`src/rtl/lsu_pkg.sv`:
```
package lsu_pkg;
  localparam int XLEN  = 32;
  localparam int NLANE = XLEN / 8;

  localparam logic [6:0] OPC_LOAD  = 7'h03;
  localparam logic [6:0] OPC_STORE = 7'h23;

  typedef enum logic [1:0] {SZ_B = 2'd0, SZ_H = 2'd1, SZ_W = 2'd2, SZ_X = 2'd3} acc_size_e;

  typedef struct packed {
    logic      mem;
    logic      store;
    acc_size_e size;
    logic      uns;
    logic      illegal;
  } acc_dec_t;

  function automatic acc_dec_t lsu_decode(input logic [6:0] opc, input logic [2:0] f3);
    acc_dec_t d;
    d = '0;
    d.size = acc_size_e'(f3[1:0]);
    d.uns  = f3[2];
    if (opc == OPC_LOAD) begin
      d.mem     = 1'b1;
      d.illegal = (f3[1:0] == 2'b11) || (f3 == 3'd6);
    end else if (opc == OPC_STORE) begin
      d.mem     = 1'b1;
      d.store   = 1'b1;
      d.illegal = (f3 > 3'd2);
    end
    return d;
  endfunction
endpackage

```
`src/rtl/lsu_agu.sv`:
```
module lsu_agu import lsu_pkg::*; (
  input  logic            is_store_i,
  input  logic [6:0]      imm_hi_i,
  input  logic [4:0]      imm_mid_i,
  input  logic [4:0]      imm_lo_i,
  input  logic [XLEN-1:0] base_i,
  output logic [XLEN-1:0] ea_o
);
  logic [11:0] imm12;

  // store offset is split across the word; load offset is contiguous
  assign imm12 = is_store_i ? {imm_hi_i, imm_lo_i} : {imm_hi_i, imm_mid_i};
  assign ea_o  = base_i + {{(XLEN-12){imm12[11]}}, imm12};
endmodule

```
`src/rtl/lsu_store_lanes.sv`:
```
module lsu_store_lanes import lsu_pkg::*; (
  input  acc_size_e        size_i,
  input  logic [1:0]       off_i,
  input  logic [XLEN-1:0]  data_i,
  output logic [NLANE-1:0] be_o,
  output logic [XLEN-1:0]  data_o
);
  always_comb begin
    unique case (size_i)
      SZ_B:    be_o = 4'b0001 << off_i;
      SZ_H:    be_o = off_i[1] ? 4'b1100 : 4'b0011;
      SZ_W:    be_o = 4'b1111;
      default: be_o = 4'b0000;
    endcase
  end

  for (genvar k = 0; k < NLANE; k++) begin : g_lane
    always_comb begin
      unique case (size_i)
        SZ_B:    data_o[8*k +: 8] = data_i[7:0];
        SZ_H:    data_o[8*k +: 8] = data_i[8*(k%2) +: 8];
        default: data_o[8*k +: 8] = data_i[8*k +: 8];
      endcase
    end
  end
endmodule

```
`src/rtl/lsu_load_extract.sv`:
```
module lsu_load_extract import lsu_pkg::*; (
  input  acc_size_e       size_i,
  input  logic            uns_i,
  input  logic [1:0]      off_i,
  input  logic [XLEN-1:0] word_i,
  output logic [XLEN-1:0] data_o
);
  logic [7:0]  byte_sel;
  logic [15:0] half_sel;
  logic        fill;

  assign byte_sel = word_i[{off_i, 3'b000} +: 8];
  assign half_sel = off_i[1] ? word_i[31:16] : word_i[15:0];

  always_comb begin
    fill = 1'b0;
    unique case (size_i)
      SZ_B: begin
        fill   = ~uns_i & byte_sel[7];
        data_o = {{(XLEN-8){fill}}, byte_sel};
      end
      SZ_H: begin
        fill   = ~uns_i & half_sel[15];
        data_o = {{(XLEN-16){fill}}, half_sel};
      end
      default: data_o = word_i;
    endcase
  end
endmodule

```
`src/rtl/lsu_align.sv`:
```
module lsu_align import lsu_pkg::*; #(
  parameter int ADDR_W = 32
) (
  input  logic              clk_i,
  input  logic              rst_ni,
  input  logic              req_i,
  input  logic [31:0]       instr_i,
  input  logic [31:0]       rs1_i,
  input  logic [31:0]       rs2_i,
  input  logic [31:0]       mem_rdata_i,
  output logic              mem_req_o,
  output logic              mem_we_o,
  output logic [ADDR_W-3:0] mem_addr_o,
  output logic [3:0]        mem_be_o,
  output logic [31:0]       mem_wdata_o,
  output logic              misalign_o,
  output logic              illegal_o,
  output logic              load_valid_o,
  output logic [31:0]       load_data_o
);
  localparam int WA_W = ADDR_W - 2;

  acc_dec_t         dec;
  logic [XLEN-1:0]  ea;
  logic             mis_c, ill_c, acc_c;
  logic [NLANE-1:0] be_c;
  logic [XLEN-1:0]  wdata_c;
  logic             unused_fields;

  assign unused_fields = ^instr_i[19:15];
  assign dec = lsu_decode(instr_i[6:0], instr_i[14:12]);

  lsu_agu i_agu (
    .is_store_i (dec.store),
    .imm_hi_i   (instr_i[31:25]),
    .imm_mid_i  (instr_i[24:20]),
    .imm_lo_i   (instr_i[11:7]),
    .base_i     (rs1_i),
    .ea_o       (ea)
  );

  lsu_store_lanes i_lanes (
    .size_i (dec.size),
    .off_i  (ea[1:0]),
    .data_i (rs2_i),
    .be_o   (be_c),
    .data_o (wdata_c)
  );

  // illegal size code takes priority over alignment
  always_comb begin
    unique case (dec.size)
      SZ_H:    mis_c = ea[0];
      SZ_W:    mis_c = |ea[1:0];
      default: mis_c = 1'b0;
    endcase
    ill_c = req_i & dec.mem & dec.illegal;
    mis_c = req_i & dec.mem & ~dec.illegal & mis_c;
    acc_c = req_i & dec.mem & ~dec.illegal & ~mis_c;
  end

  // request stage
  acc_size_e sz_q;
  logic      uns_q;
  logic [1:0] off_q;

  always_ff @(posedge clk_i or negedge rst_ni) begin
    if (!rst_ni) begin
      mem_req_o   <= 1'b0;
      mem_we_o    <= 1'b0;
      mem_addr_o  <= '0;
      mem_be_o    <= '0;
      mem_wdata_o <= '0;
      misalign_o  <= 1'b0;
      illegal_o   <= 1'b0;
      sz_q        <= SZ_B;
      uns_q       <= 1'b0;
      off_q       <= '0;
    end else begin
      mem_req_o   <= acc_c;
      mem_we_o    <= acc_c & dec.store;
      mem_addr_o  <= acc_c ? ea[ADDR_W-1:2] : mem_addr_o;
      mem_be_o    <= acc_c ? be_c : '0;
      mem_wdata_o <= (acc_c & dec.store) ? wdata_c : '0;
      misalign_o  <= mis_c;
      illegal_o   <= ill_c;
      if (acc_c) begin
        sz_q  <= dec.size;
        uns_q <= dec.uns;
        off_q <= ea[1:0];
      end
    end
  end

  // response stage
  logic      lv_q;
  acc_size_e sz2_q;
  logic      uns2_q;
  logic [1:0] off2_q;
  logic [XLEN-1:0] ext;

  always_ff @(posedge clk_i or negedge rst_ni) begin
    if (!rst_ni) begin
      lv_q   <= 1'b0;
      sz2_q  <= SZ_B;
      uns2_q <= 1'b0;
      off2_q <= '0;
    end else begin
      lv_q   <= mem_req_o & ~mem_we_o;
      sz2_q  <= sz_q;
      uns2_q <= uns_q;
      off2_q <= off_q;
    end
  end

  lsu_load_extract i_extract (
    .size_i (sz2_q),
    .uns_i  (uns2_q),
    .off_i  (off2_q),
    .word_i (mem_rdata_i),
    .data_o (ext)
  );

  assign load_valid_o = lv_q;
  assign load_data_o  = lv_q ? ext : '0;

  localparam int UNUSED_WA = WA_W;
endmodule

```
`config.mk`:
```
export PLATFORM = sky130hd
export DESIGN_NAME = lsu_align
export DESIGN_NICKNAME = d
export VERILOG_FILES = /design/src/rtl/lsu_pkg.sv /design/src/rtl/lsu_agu.sv /design/src/rtl/lsu_store_lanes.sv /design/src/rtl/lsu_load_extract.sv /design/src/rtl/lsu_align.sv
export SDC_FILE = /design/constraint.sdc
export NUM_CORES = 1
export LEC_CHECK = 0
export BUFFER_PORTS_ARGS = -buffer_cell sky130_fd_sc_hd__clkbuf_2
export CORE_ASPECT_RATIO = 0.9
export CORE_MARGIN = 2
export CORE_UTILIZATION = 52
export CTS_CLUSTER_SIZE = 8
export DETAILED_ROUTE_END_ITERATION = 6
export MAX_ROUTING_LAYER = met4
export PLACE_DENSITY = 0.87
export SKIP_CTS_REPAIR_TIMING = 1
export SLEW_MARGIN = 20
export SYNTH_ARGS = -nofsm -noshare
export SYNTH_HDL_FRONTEND = slang
export SYNTH_SLANG_ARGS = --single-unit
```
`constraint.sdc`:
```
create_clock -name clk_i -period 3.6 [get_ports clk_i]
set_clock_uncertainty 0.1 [all_clocks]
set_input_delay 0.36 -clock clk_i [delete_from_list [all_inputs] [get_ports clk_i]]
set_output_delay 0.36 -clock clk_i [all_outputs]
set_load 0.02 [all_outputs]
```
# Yosys cells after proc, flatten, opt, wreduce, memory -nomap -nowiden
# Cells that the tools add are included.
dict set report totals {
  wordCells 60
  ff_bits 81
  output_inout_bits 103
  inputBits 131
}
dict set report classes {
  n_addsub 1
  bitwise 13
  n_eq_ne 7
  muxes 17
  n_shift 2
  n_lt_le_gt_ge 1
  n_reduce_logical 5
}
# cell n
set op_table {}
lappend op_table {{32-bit 2-to-1 mux} 2}
lappend op_table {{32-bit case mux with 2 select lines} 1}
lappend op_table {{32-bit adder} 1}
lappend op_table {{32-bit by 6-bit indexed part select with 8-bit output} 1}
lappend op_table {{16-bit 2-to-1 mux} 1}
lappend op_table {{8-bit 2-to-1 mux} 2}
lappend op_table {{8-bit case mux with 2 select lines} 1}
lappend op_table {{4-bit case mux with 3 select lines} 1}
lappend op_table {{1-bit AND} 9}
lappend op_table {{4-bit 2-to-1 mux} 2}
lappend op_table {{7-bit by 2-bit equality test with 1-bit output, second input constant} 1}
lappend op_table {{7-bit by 6-bit equality test with 1-bit output, second input constant} 1}
lappend op_table {{5-bit 2-to-1 mux} 1}
lappend op_table {{2-bit by 1-bit equality test with 1-bit output, second input constant} 2}
lappend op_table {{2-bit equality test, second input constant} 2}
lappend op_table {{2-bit zero test} 2}
lappend op_table {{1-bit 2-to-1 mux} 4}
lappend op_table {{1-bit NOT} 4}
lappend op_table {{2-bit OR reduction} 2}
lappend op_table {{1-bit by 2-bit left shift with 4-bit output, first input constant} 1}
lappend op_table {{3-bit equality test, second input constant} 1}
lappend op_table {{3-bit by 2-bit greater-than comparator with 1-bit output, second input constant} 1}
lappend op_table {{2-bit 2-to-1 mux} 1}
lappend op_table {{1-bit case mux with 2 select lines} 1}
lappend op_table {{1-bit logical OR} 1}

# Logic depth before layout (Yosys ltp)
dict set report depth {
  word_depth 12
  depth_mapped 14
  ltp_nobuf 13
}

# By module
# Synthesis repeated with hierarchy kept, for this count alone.
dict set report unflattened {
  hier_cells 662
  area_unflattened_um2 6167.2
}
# mod instances cells_per_inst area_each_um2 seq_area_each_um2
set modules_own_cells {}
lappend modules_own_cells {lsu_align 1 223 3119.2 2026.9}
lappend modules_own_cells {lsu_agu 1 253 1848.0 0.0}
lappend modules_own_cells {lsu_load_extract 1 122 694.4 0.0}
lappend modules_own_cells {lsu_store_lanes 1 64 505.5 0.0}

# Least setup slack after synthesis
# OpenSTA, ideal clock, no wires.
dict set report synth_timing {
  path_kind {input port to flip-flop}
  start {input port instr_i[6]}
  end {register mem_addr_o[28]}
  n_path_buf 0
  cell_stages 13
  setup_slack_ps 49
  setup_time_ps 133
  arrival_time_ps 3318
  required_time_ps 3367
  cell_sequence {nor4_2 > nand4_1 > mux2_2 > ha_1 > fa_1 > a21oi_1 > o211ai_1 > a31oi_4 > a31oi_1 > o21a_1 > a221oi_1 > xor2_1 > o21ai_0}
}
dict set report synth_via {
  elab_chain_len 10
  elab_cells_between_ends 17
}
# element line_no
set synth_lines {}
lappend synth_lines {{start, declared} lsu_align.sv:7} ;# input logic [31:0] instr_i,
lappend synth_lines {{7-bit by 6-bit equality test with 1-bit output} lsu_pkg.sv:26} ;# end else if (opc == OPC_STORE) begin
lappend synth_lines {{2-bit 2-to-1 mux} lsu_pkg.sv:26}
lappend synth_lines {{1-bit 2-to-1 mux} lsu_pkg.sv:23} ;# if (opc == OPC_LOAD) begin
lappend synth_lines {{5-bit 2-to-1 mux} lsu_agu.sv:12} ;# assign imm12 = is_store_i ? {imm_hi_i, imm_lo_i} : {imm_hi_i, imm_mid_i};
lappend synth_lines {{32-bit adder} lsu_agu.sv:13} ;# assign ea_o = base_i + {{(XLEN-12){imm12[11]}}, imm12};
lappend synth_lines {{2-bit OR reduction} lsu_align.sv:54} ;# SZ_W: mis_c = |ea[1:0];
lappend synth_lines {{1-bit case mux with 2 select lines} lsu_align.sv:52} ;# unique case (dec.size)
lappend synth_lines {{1-bit AND} lsu_align.sv:58} ;# mis_c = req_i & dec.mem & ~dec.illegal & mis_c;
lappend synth_lines {{1-bit NOT} lsu_align.sv:59} ;# acc_c = req_i & dec.mem & ~dec.illegal & ~mis_c;
lappend synth_lines {{1-bit AND} lsu_align.sv:59}
lappend synth_lines {{end signal, assigned} lsu_align.sv:82} ;# mem_addr_o <= acc_c ? ea[ADDR_W-1:2] : mem_addr_o;
lappend synth_lines {{end, declared} lsu_align.sv:13} ;# output logic [ADDR_W-3:0] mem_addr_o,
# Several ways; a longest one is shown, not always the timed one.
# A chain may end at the register's enable or synchronous reset.

# Worst setup path after layout
# Same ends and word-level chain as after synthesis.

==> summary.md <==
| Metric | Value |
|---|---|
| Status | `finished with violations` |
| Failing checks | `negative hold slack` |
| Final hold vios | `19` |
| Grt ovf | `0` |
| Netlist cell types | `59` |
| Chip height | `100 um` |
| Clk sink count | `81` |
| I/O pin count | `234` |
| WP data required | `3.72 ns` |
| Critical path class | `primary input to register` |
| # H-tree levels | `3` |
| Clock Power Share | `about 34%` |
| Synth Cell Area | `around 5400 um2` |
| Placer Congestion | `0.939` |
| Synthesized instance count | `644` |
| Sequential area share after synthesis | `37.8%` |
| Met3 Usage GRT | `6.58%` |
| First-pass GRT wire length | `between 20000 and 25000 um` |
| TritonCTS clock tree | `yes` |
| Ys async rst share | `100%` |
| Post-route cell area | `7090 um2` |
| Max Cap Violations | `0` |
| Post-route setup slack | `0.202 ns` |
| Area added between synthesis and finish | `32.2%` |
| Core Area | `10100 um2` |
| Fmax | `just under 300 MHz` |
| Footprint of the multi-input gates | `between 3000 and 4000 um2` |
| Initial antenna violation count | `0` |
| Hpwl dp | `12500 um` |
| Endpoints failing setup | `0` |
| CP Cell Sequence | `clkbuf_2 > nor4_4 > nand4_1 > mux2_2 > ha_1 > fa_1 > a21oi_2 > o211ai_1 > a31oi_4 > a31oi_1 > o21a_1 > a221oi_1 > xor2_1 > o21ai_0` |
| Crit-path max FO | `3` |
| Fin crit period | `3.40 ns` |
| First-pass iteration count of the detailed router | `7` |
| Final wirelength | `between 15000 and 20000 um` |
| Crit end category | `register` |
| GRT Max-Usage Layer | `met2` |
| Diode count | `0` |
| Grt met1 use | `around a third` |
| Pre-CTS setup slack | `-0.257 ns` |
| Slew HR | `47.7%` |
| Routed vias/inst | `5.45` |
| All-Layer GR Usage | `between 20% and 30%` |
| Pwr dens | `362 nW/um2` |
| Post-Route Setup TNS | `0 ns` |
| Buf+Inv Stages, Crit Path | `1` |
| Drt wl/cell | `15.2 um` |
| Crit-path leading delay family | `compound AO/OA/AOI/OAI gates` |
| Total chip power | `2.57 mW` |
| Synth Flop Type | `dfrtp_1` |
| Avg Cell Area, Syn | `8.32 um2` |
| Filler cells | `around 770` |
| Worst hold slack | `-0.0281 ns` |
| DR iter-0 viols | `approximately 280` |
| PortBufs | `228` |
| Sw frac | `32.0%` |
| Placement Cell Area | `6770 um2` |
| Worst-Skew Late Latency | `~0.33 ns` |
| Register Area | `2030 um2` |
| Internal power | `1.74 mW` |
| Post-Route Utilization | `between 70 and 80%` |
| Die area | `11100 um2` |
| Share of layout cells above drive strength 1 | `33.6%` |
| Pleak | `3.86 nW` |
| Met2 usage | `between 40 and 50%` |
| NumNets Final | `~1.1k` |
| Max Buffers Root-to-Sink | `2` |
| Type of the most critical hold path | `primary input to async pin` |
| Maximum VDD drop | `0.000254 V` |
| Worst slew pin tran | `0.784 ns` |
| Critical Path Start Type | `primary input` |
| DRC | `0` |
| Seq pwr share | `just under 40%` |
| Std-Cell Rows | `35` |
| Starting density of the core | `53.0%` |
| Largest net degree at the start of global routing | `60` |
| Post-route ant nets | `0` |
| Syn Nets | `811` |
| Arrival time of the worst setup path | `3.52 ns` |
| Cts bufs inserted | `9` |
| NetSw | `~0.82 mW` |
| RSZ-0062 raised after global routing | `false` |
| Post-synth EDFFs | `0` |
| Post-route clock period utilization | `94.4%` |
| Root Buffer | `clkbuf_16` |
| CP max stage delay | `about 0.44 ns` |
| Via count | `around 5.6k` |
| Syn. warnings | `0` |
| Vias in the first global route | `5252` |
| Final-report max-slew violation count | `0` |
| Reg clk slew, reported paths | `0.06 ns` |
| Synth Register Bits | `81` |
| Critical Path Slowest Stage Cell | `fa_1` |
| Die width | `111 um` |
| Combinational power share | `26.7%` |
-- cells by family (layout without fill, tap and decap cells) --
kind of cell / count (synthesis) / in the layout / share of synthesized area (%)
xor gates and xnor gates: 27 / 27 / 4.41
and+or+nand+nor: 229 / 229 / 19.5
muxes: 22 / 22 / 4.41
DFF: 81 / 81 / 37.8
adders and majority gates: 36 / 36 / 8.55
buffers and inverters: 62 / 310 / 4.76
AOI/OAI and AO/OA: 187 / 187 / 20.5
-- synthesized netlist by cell type (all sizes together), types with 12 or more instances --
master / count / share of area, %
nand2: 121 / 8.5
clkbuf: 18 / 1.3
and2: 17 / 2.0
nor2: 32 / 2.2
a21oi: 73 / 6.8
ha: 35 / 8.2
inv: 31 / 2.2
mux2: 13 / 2.7
xnor2: 12 / 2.0
xor2: 15 / 2.5
o21ai: 62 / 5.8
dfrtp: 81 / 38
-- path summary, 6_finish.rpt --
check                          startpoint              end  slack, ns  cells after the start
setup / recovery               instr_i[6]   mem_addr_o[28]       0.20                     14
hold / removal                     rst_ni    mem_addr_o[5]      -0.03                      1
setup reg to reg           mem_addr_o[17]   mem_addr_o[17]       2.49                      3
hold reg to reg                     uns_q           uns2_q       0.29                      0
max in group asynchronous          rst_ni        off2_q[0]       2.62                      2
min in group clk_i              rs2_i[17]  mem_wdata_o[17]       0.14                      3
-- worst reg2reg max path: cells and delay by family, from the launching register on --
family / cells / cell delay, ns
and+or+nand+nor: 2 / 0.37
AOI/OAI and AO/OA: 1 / 0.10
DFF: 1 / 0.41
-- state kept, by name (all words and copies together) (netlist names), 2 cells and up --
register,count
mem_be_o,4
mem_wdata_o,32
mem_addr_o,30
off_q,2
sz_q,2
sz2_q,2
off2_q,2
-- layout by cell type (no fill, tap or decap), types with 10 or more instances in the layout --
cell type	synthesis	layout
a21oi_1	73	72
clkbuf_2	1	227
xor2_1	15	15
o21ai_0	61	61
xnor2_1	12	12
dfrtp_1	81	81
nand2b_1	11	11
nor2_1	32	32
ha_1	35	35
buf_4	1	34
and2_1	17	17
nand4_1	10	10
mux2_2	13	13
nand2_1	121	121
nor3_1	10	10
inv_1	30	30
-- power groups by stage --
| stage | logic [mW] | registers [mW] | clock network (mW) |
|---|---|---|---|
| after detailed placement | 0.672 | 1.02 | 0 |
| after global routing | 0.762 | 1.01 | 0.940 |
| after CTS | 0.676 | 0.999 | 0.896 |
| after floorplan | 0.379 | 1.05 | 0 |
| after global placement | 0.658 | 1.01 | 0 |
| final | 0.684 | 0.999 | 0.882 |
-- cell type report --
class / instances / area share [%]
Timing Repair Buffer: 261 / 19.6
Sequential cell: 81 / 28.6
Clock inverter: 6 / 0.706
Clock buffer: 10 / 3.37
Multi-Input combinational cell: 501 / 43.7
Inverter: 33 / 1.75
Tap cell: 129 / 2.28
-- per-stage QoR --
stage	hold WS, ns	instances
final	-0.0281	1021
after floorplan	-0.0356	644
after CTS	0.0208	1019
after global placement	0.261	1003
after detailed placement	0.270	1003
after global routing	0.0314	1021
-- per-layer routing --
metal  share of wire, %  up-vias
li1                   -     2743
met2                 48      260
met1                 40     2508
met5                  0        -
met4                4.7        0
met3                7.0       57
(Power assumes the default switching activity.)
